## src/rtl/cbag_pkg.sv

```systemverilog
package cbag_pkg;

    typedef enum logic [1:0] {
        FLD_INDEX = 2'd0,
        FLD_STEP  = 2'd1,
        FLD_BASE  = 2'd2,
        FLD_SPAN  = 2'd3
    } field_e;

    typedef enum logic [1:0] {
        MODE_AUTO     = 2'd0,
        MODE_BITREV   = 2'd1,
        MODE_LINEAR   = 2'd2,
        MODE_AUTO_ALT = 2'd3
    } mode_e;

    localparam int MAX_AW = 64;

    // Mirror the lowest n bits of v and keep the rest as they are.
    function automatic logic [MAX_AW-1:0] reverse_low(input logic [MAX_AW-1:0] v, input int n);
        logic [MAX_AW-1:0] r;
        r = v;
        for (int i = 0; i < MAX_AW; i++) begin
            if (i < n) r[i] = v[n-1-i];
        end
        return r;
    endfunction

endpackage

```

## src/rtl/cbag_bank.sv

```systemverilog
module cbag_bank
    import cbag_pkg::*;
#(
    parameter int AW    = 32,
    parameter int NSETS = 4,
    localparam int SW   = (NSETS > 1) ? $clog2(NSETS) : 1
) (
    input  logic          clk,
    input  logic          rst,
    input  logic          wr_en,
    input  logic [SW-1:0] wr_set,
    input  field_e        wr_field,
    input  logic [AW-1:0] wr_data,
    input  logic          upd_en,
    input  logic [SW-1:0] upd_set,
    input  logic [AW-1:0] upd_idx,
    input  logic [SW-1:0] rd_set,
    input  field_e        rd_field,
    output logic [AW-1:0] rd_data,
    input  logic [SW-1:0] acc_set,
    output logic [AW-1:0] acc_idx,
    output logic [AW-1:0] acc_step,
    output logic [AW-1:0] acc_base,
    output logic [AW-1:0] acc_span
);

    logic [AW-1:0] idx_q  [NSETS];
    logic [AW-1:0] step_q [NSETS];
    logic [AW-1:0] base_q [NSETS];
    logic [AW-1:0] span_q [NSETS];

    always_ff @(posedge clk) begin
        if (rst) begin
            for (int s = 0; s < NSETS; s++) begin
                idx_q[s]  <= '0;
                step_q[s] <= '0;
                base_q[s] <= '0;
                span_q[s] <= '0;
            end
        end else begin
            if (upd_en) idx_q[upd_set] <= upd_idx;
            // a software write lands after the post-modify and wins
            if (wr_en) begin
                case (wr_field)
                    FLD_INDEX: idx_q[wr_set]  <= wr_data;
                    FLD_STEP:  step_q[wr_set] <= wr_data;
                    FLD_BASE: begin
                        base_q[wr_set] <= wr_data;
                        idx_q[wr_set]  <= wr_data;
                    end
                    default:   span_q[wr_set] <= wr_data;
                endcase
            end
        end
    end

    always_comb begin
        case (rd_field)
            FLD_INDEX: rd_data = idx_q[rd_set];
            FLD_STEP:  rd_data = step_q[rd_set];
            FLD_BASE:  rd_data = base_q[rd_set];
            default:   rd_data = span_q[rd_set];
        endcase
    end

    assign acc_idx  = idx_q[acc_set];
    assign acc_step = step_q[acc_set];
    assign acc_base = base_q[acc_set];
    assign acc_span = span_q[acc_set];

endmodule

```

## src/rtl/cbag_update.sv

```systemverilog
module cbag_update
    import cbag_pkg::*;
#(
    parameter int AW        = 32,
    parameter int BREV_BITS = 8
) (
    input  mode_e         mode,
    input  logic [AW-1:0] cur_idx,
    input  logic [AW-1:0] step,
    input  logic [AW-1:0] base,
    input  logic [AW-1:0] span,
    output logic [AW-1:0] next_idx,
    output logic [AW-1:0] addr
);

    localparam int EW = AW + 2;

    logic signed [EW-1:0] sum_x, base_x, span_x, lim_x, wrap_x;
    logic                 circ_on;
    logic [MAX_AW-1:0]    rev_full;

    always_comb begin
        sum_x  = $signed({2'b00, cur_idx}) + $signed({{2{step[AW-1]}}, step});
        base_x = $signed({2'b00, base});
        span_x = $signed({2'b00, span});
        lim_x  = base_x + span_x;
        if (sum_x >= lim_x)      wrap_x = sum_x - span_x;
        else if (sum_x < base_x) wrap_x = sum_x + span_x;
        else                     wrap_x = sum_x;
    end

    assign circ_on  = ((mode == MODE_AUTO) || (mode == MODE_AUTO_ALT)) && (span != '0);
    assign next_idx = circ_on ? wrap_x[AW-1:0] : sum_x[AW-1:0];

    assign rev_full = reverse_low(MAX_AW'(cur_idx), BREV_BITS);
    assign addr     = (mode == MODE_BITREV) ? rev_full[AW-1:0] : cur_idx;

endmodule

```

## src/rtl/cbag_top.sv

```systemverilog
module cbag_top
    import cbag_pkg::*;
#(
    parameter int AW        = 32,
    parameter int NSETS     = 4,
    parameter int BREV_BITS = 8,
    localparam int SW       = (NSETS > 1) ? $clog2(NSETS) : 1,
    localparam int NBANKS   = 2
) (
    input  logic          clk,
    input  logic          rst,
    input  logic          bank_sel,
    input  logic          wr_en,
    input  logic [SW-1:0] wr_set,
    input  logic [1:0]    wr_field,
    input  logic [AW-1:0] wr_data,
    input  logic [SW-1:0] rd_set,
    input  logic [1:0]    rd_field,
    output logic [AW-1:0] rd_data,
    input  logic          acc_valid,
    input  logic [SW-1:0] acc_set,
    input  logic [1:0]    acc_mode,
    input  logic          acc_use_imm,
    input  logic [AW-1:0] acc_imm,
    output logic          addr_valid,
    output logic [AW-1:0] addr_out
);

    logic          active_q;
    logic [AW-1:0] bk_rd   [NBANKS];
    logic [AW-1:0] bk_idx  [NBANKS];
    logic [AW-1:0] bk_step [NBANKS];
    logic [AW-1:0] bk_base [NBANKS];
    logic [AW-1:0] bk_span [NBANKS];

    logic [AW-1:0] cur_idx, cur_step, cur_base, cur_span, step_eff;
    logic [AW-1:0] next_idx, next_addr;
    mode_e         mode;

    always_ff @(posedge clk) begin
        if (rst) active_q <= 1'b0;
        else     active_q <= bank_sel;
    end

    for (genvar b = 0; b < NBANKS; b++) begin : g_bank
        cbag_bank #(.AW(AW), .NSETS(NSETS)) u_bank (
            .clk      (clk),
            .rst      (rst),
            .wr_en    (wr_en && (active_q == 1'(b))),
            .wr_set   (wr_set),
            .wr_field (field_e'(wr_field)),
            .wr_data  (wr_data),
            .upd_en   (acc_valid && (active_q == 1'(b))),
            .upd_set  (acc_set),
            .upd_idx  (next_idx),
            .rd_set   (rd_set),
            .rd_field (field_e'(rd_field)),
            .rd_data  (bk_rd[b]),
            .acc_set  (acc_set),
            .acc_idx  (bk_idx[b]),
            .acc_step (bk_step[b]),
            .acc_base (bk_base[b]),
            .acc_span (bk_span[b])
        );
    end

    assign rd_data  = bk_rd[active_q];
    assign cur_idx  = bk_idx[active_q];
    assign cur_step = bk_step[active_q];
    assign cur_base = bk_base[active_q];
    assign cur_span = bk_span[active_q];
    assign step_eff = acc_use_imm ? acc_imm : cur_step;
    assign mode     = mode_e'(acc_mode);

    cbag_update #(.AW(AW), .BREV_BITS(BREV_BITS)) u_update (
        .mode     (mode),
        .cur_idx  (cur_idx),
        .step     (step_eff),
        .base     (cur_base),
        .span     (cur_span),
        .next_idx (next_idx),
        .addr     (next_addr)
    );

    always_ff @(posedge clk) begin
        if (rst) begin
            addr_valid <= 1'b0;
            addr_out   <= '0;
        end else begin
            addr_valid <= acc_valid;
            if (acc_valid) addr_out <= next_addr;
        end
    end

endmodule

```

## config.mk

```make
export PLATFORM = sky130hd
export DESIGN_NAME = cbag_top
export DESIGN_NICKNAME = d
export VERILOG_FILES = /design/src/rtl/cbag_pkg.sv /design/src/rtl/cbag_bank.sv /design/src/rtl/cbag_update.sv /design/src/rtl/cbag_top.sv
export SDC_FILE = /design/constraint.sdc
export NUM_CORES = 2
export LEC_CHECK = 0
export BUFFER_PORTS_ARGS = -buffer_cell sky130_fd_sc_hd__buf_2
export CAP_MARGIN = 40
export CORE_AREA = 2 2 387 389
export CTS_BUF_LIST = sky130_fd_sc_hd__clkbuf_16
export CTS_CLUSTER_DIAMETER = 30
export DETAILED_ROUTE_END_ITERATION = 8
export DIE_AREA = 0 0 389 391
export GPL_TIMING_DRIVEN = 0
export HOLD_SLACK_MARGIN = 0.06
export PLACE_DENSITY = 0.7
export SETUP_SLACK_MARGIN = 0.3
export SYNTH_ARGS = -nofsm -noshare
export SYNTH_HDL_FRONTEND = slang
export SYNTH_HIERARCHICAL = 1
export SYNTH_SLANG_ARGS = --single-unit
```

## constraint.sdc

```tcl
create_clock -name clk -period 13.2 [get_ports clk]
set_clock_uncertainty 0.1 [all_clocks]
set_input_delay 0 -clock clk [delete_from_list [all_inputs] [get_ports clk]]
set_output_delay 0 -clock clk [all_outputs]
set_load 0.1 [all_outputs]
```

==> reports/results.ini <==
[clock_network]
cts_tree=built
postCtsHoldBufs=53
cts_buffers=274
cts_setup_buffers=0
clk_latency_ns=0.93
h-tree-depth=5
cts.path.max_buffers=4
cts_sinks=1058
clk_pin_slew_ns=0.04
ctsRootBufferMaster=clkbuf_16
ctsResizeCount=0

[floorplanning]
die_x_microns=389
die-area_sq_um=152100
rows=142
start_util_pct=44.54
coreArea_sq_um=148500
io_pins=147
chipHeight_microns=391

[yosys]
yosys_most_used_dff=edfxtp_1
synthesis.area_sq_um=66150
synth.yosys.seq_area_share_pct=47.51
synth_cells=5234
syn_area_per_cell_sq_um=12.64
yosys_warnings=6
synth_fp_nets=5504
synth_seq_cells=1058
synth_cell_types=115
ys_async_sr_fraction_pct=0
synth_edf_count=1024

[detailed_routing]
wirelength_microns=314400
avgViaCountPerCell=6.840
via_count=54400
wl_per_cell_microns=39.53
drc=0
initialDrtViolationCount=9325
dr.pass1.iters=9
ant_nets=0

[cells_and_area]
drive_gt1_share_pct=24.18
multi_input_area_sq_um=31920
nFillCells=12320
fin_area_sq_um=80070
final_util_pct=53.91
layout-area-overhead-vs-synth_pct=21.05
fin_nets=6069
fin_cells=7954
seq_area_sq_um=31430

[timing]
setup_viol=0
fmaxAchievable_mhz=84.41
fin_setup_tns_ns=0
finalMaxSlewViolations=0
rsz0062_at_grt=no
layout_min_cycle_time_ns=11.85
hold_viol=0
slew_headroom_pct=30.53
period_share_pct=89.75
setup_ws_ns=1.353
whs_ns=0.1264
worst_slew_pin_slew_ns=1.042

[worst_setup_path]
cp_slowest_cell=clkbuf_1
crit_arrival_ns=12.49
cpMostUsedCell=o21ai_0
worstPathMaxFanout=17
crit_path_end_kind=flop
worstSetupPathType=in -> reg
required_ns=13.84
start_kind=input port
max_stage_delay_ns=0.83

[global_route]
grt_pass1_wl_microns=418400
grt_antenna_before_repair=28
grt_use_total_pct=40.46
gr-total-overflow=0
grt_max_degree=32
grt_pass1_vias=52240

[power_and_ir_drop]
power_density_nw_per_um2=174.6
leakage_nw=31.88
p_total_mw=13.98
ir_drop_uv=169.9

[run_status]
run_status=finished clean

[placement]
dp.cells=7414
dp_slack_ns=1.849
postPlaceCellArea_sq_um=70730
dp_hpwl_microns=237400
port-buffer-count=142
gp_congestion=1.090

[run]
cap_violations=0

[hold_path]
hp-class=in -> reg

-- logic make-up (layout without fill, tap and decap cells) --
family	after synthesis	in the layout	share of synthesized area [%]
simple gates	1427	1427	11.78
flops	1058	1058	47.51
compound gates	1021	1021	11.49
mux	850	850	20.27
buf+inv	621	1375	4.403
fa+ha+maj	188	188	3.601
xor+xnor	69	69	0.9344
other cells	0	22	0
-- final cells by class --
| cell class | instances | share of cell area [%] |
|---|---|---|
| Antenna cell | 22 | 0.06875 |
| Buffer | 468 | 2.920 |
| Clock buffer | 282 | 8.813 |
| Clock inverter | 183 | 2.124 |
| Inverter | 153 | 0.7172 |
| Multi-Input combinational cell | 3555 | 39.87 |
| Sequential cell | 1058 | 39.25 |
| Tap cell | 1944 | 3.038 |
| Timing Repair Buffer | 289 | 3.197 |
-- layer usage --
layer | global-route usage (%) | share of wire (%) | vias to the layer above
li1 | - | - | 21540
met1 | 47.19 | 33 | 27140
met2 | 56.41 | 40 | 4730
met3 | 21.38 | 17 | 980
met4 | 29.27 | 9.0 | 18
met5 | 1.308 | 0.14 | -
-- power breakdown --
group,switching [mW],total [mW],internal [mW]
registers,0.0748,3.92,3.85
clock network,2.01,6.40,4.39
logic,2.53,3.66,1.13
total,4.61,14.0,9.37
-- critical path, delay by kind of cell --
family	cells	cell delay (ns)
mux	2	0.97
buf+inv	8	4.05
fa+ha+maj	3	1.05
simple gates	4	0.35
compound gates	19	6.03
-- synthesized netlist by cell type, drive strengths merged, types with 142 or more instances --
| library cell | count | area, sq um |
|---|---|---|
| a21oi | 142 | 710.7 |
| a22o | 203 | 1778 |
| and2 | 555 | 3475 |
| buf | 197 | 1304 |
| clkbuf | 271 | 1035 |
| edfxtp | 1024 | 30750 |
| ha | 184 | 2302 |
| inv | 153 | 574.3 |
| mux2i | 334 | 3343 |
| mux4 | 378 | 8513 |
| nand2 | 263 | 987.2 |
| nor2 | 239 | 937.1 |
| o21ai | 171 | 859.6 |
-- registers in the layout, indices dropped and copies added (netlist names) --
name / count
g_bank.u_bank/span_q: 256
active_q: 1
g_bank.u_bank/step_q: 256
addr_out: 32
g_bank.u_bank/idx_q: 256
g_bank.u_bank/base_q: 256
addr_valid: 1
-- worst paths after layout --
kind	end	startpoint	slack (ns)	cells past startpoint
setup / recovery	g_bank[0].u_bank/idx_q[2][31]$_DFFE_PP_	acc_set[1]	1.35	36
setup reg to reg	g_bank[0].u_bank/idx_q[2][31]$_DFFE_PP_	g_bank[0].u_bank/step_q[3][0]$_DFFE_PP_	2.69	32
hold / removal	g_bank[0].u_bank/idx_q[1][29]$_DFFE_PP_	wr_data[29]	0.13	3
hold reg to reg	addr_out[2]$_SDFFE_PP0P_	addr_out[2]$_SDFFE_PP0P_	0.38	2
-- layout by cell type (no fill, tap or decap), types with 25 or more instances in the layout --
cell and n:
xnor2_1 49, nand2_1 263, a21oi_1 140, o21ai_0 85, o32a_1 26, nand2b_1 31, clkinv_2 35, o21bai_1 27
clkbuf_1 259, clkbuf_16 282, nor2b_1 30, mux2_2 138, nor2_1 231, mux4_2 378, bufinv_16 30, o22ai_1 56
buf_6 42, buf_12 26, dlygate4sd3_1 53, mux2i_1 334, o22a_1 29, buf_4 82, a221oi_1 40, dfxtp_1 34
a21o_1 56, nand3_1 34, edfxtp_1 1024, nor3_1 37, o32ai_1 52, and3_1 138, a22o_1 203, clkinvlp_4 25
o21ai_1 85, and2_1 554, clkinv_1 46, ha_1 184, buf_2 251, inv_1 182, or2_2 25
No activity file was read; power rests on OpenSTA's default activity.
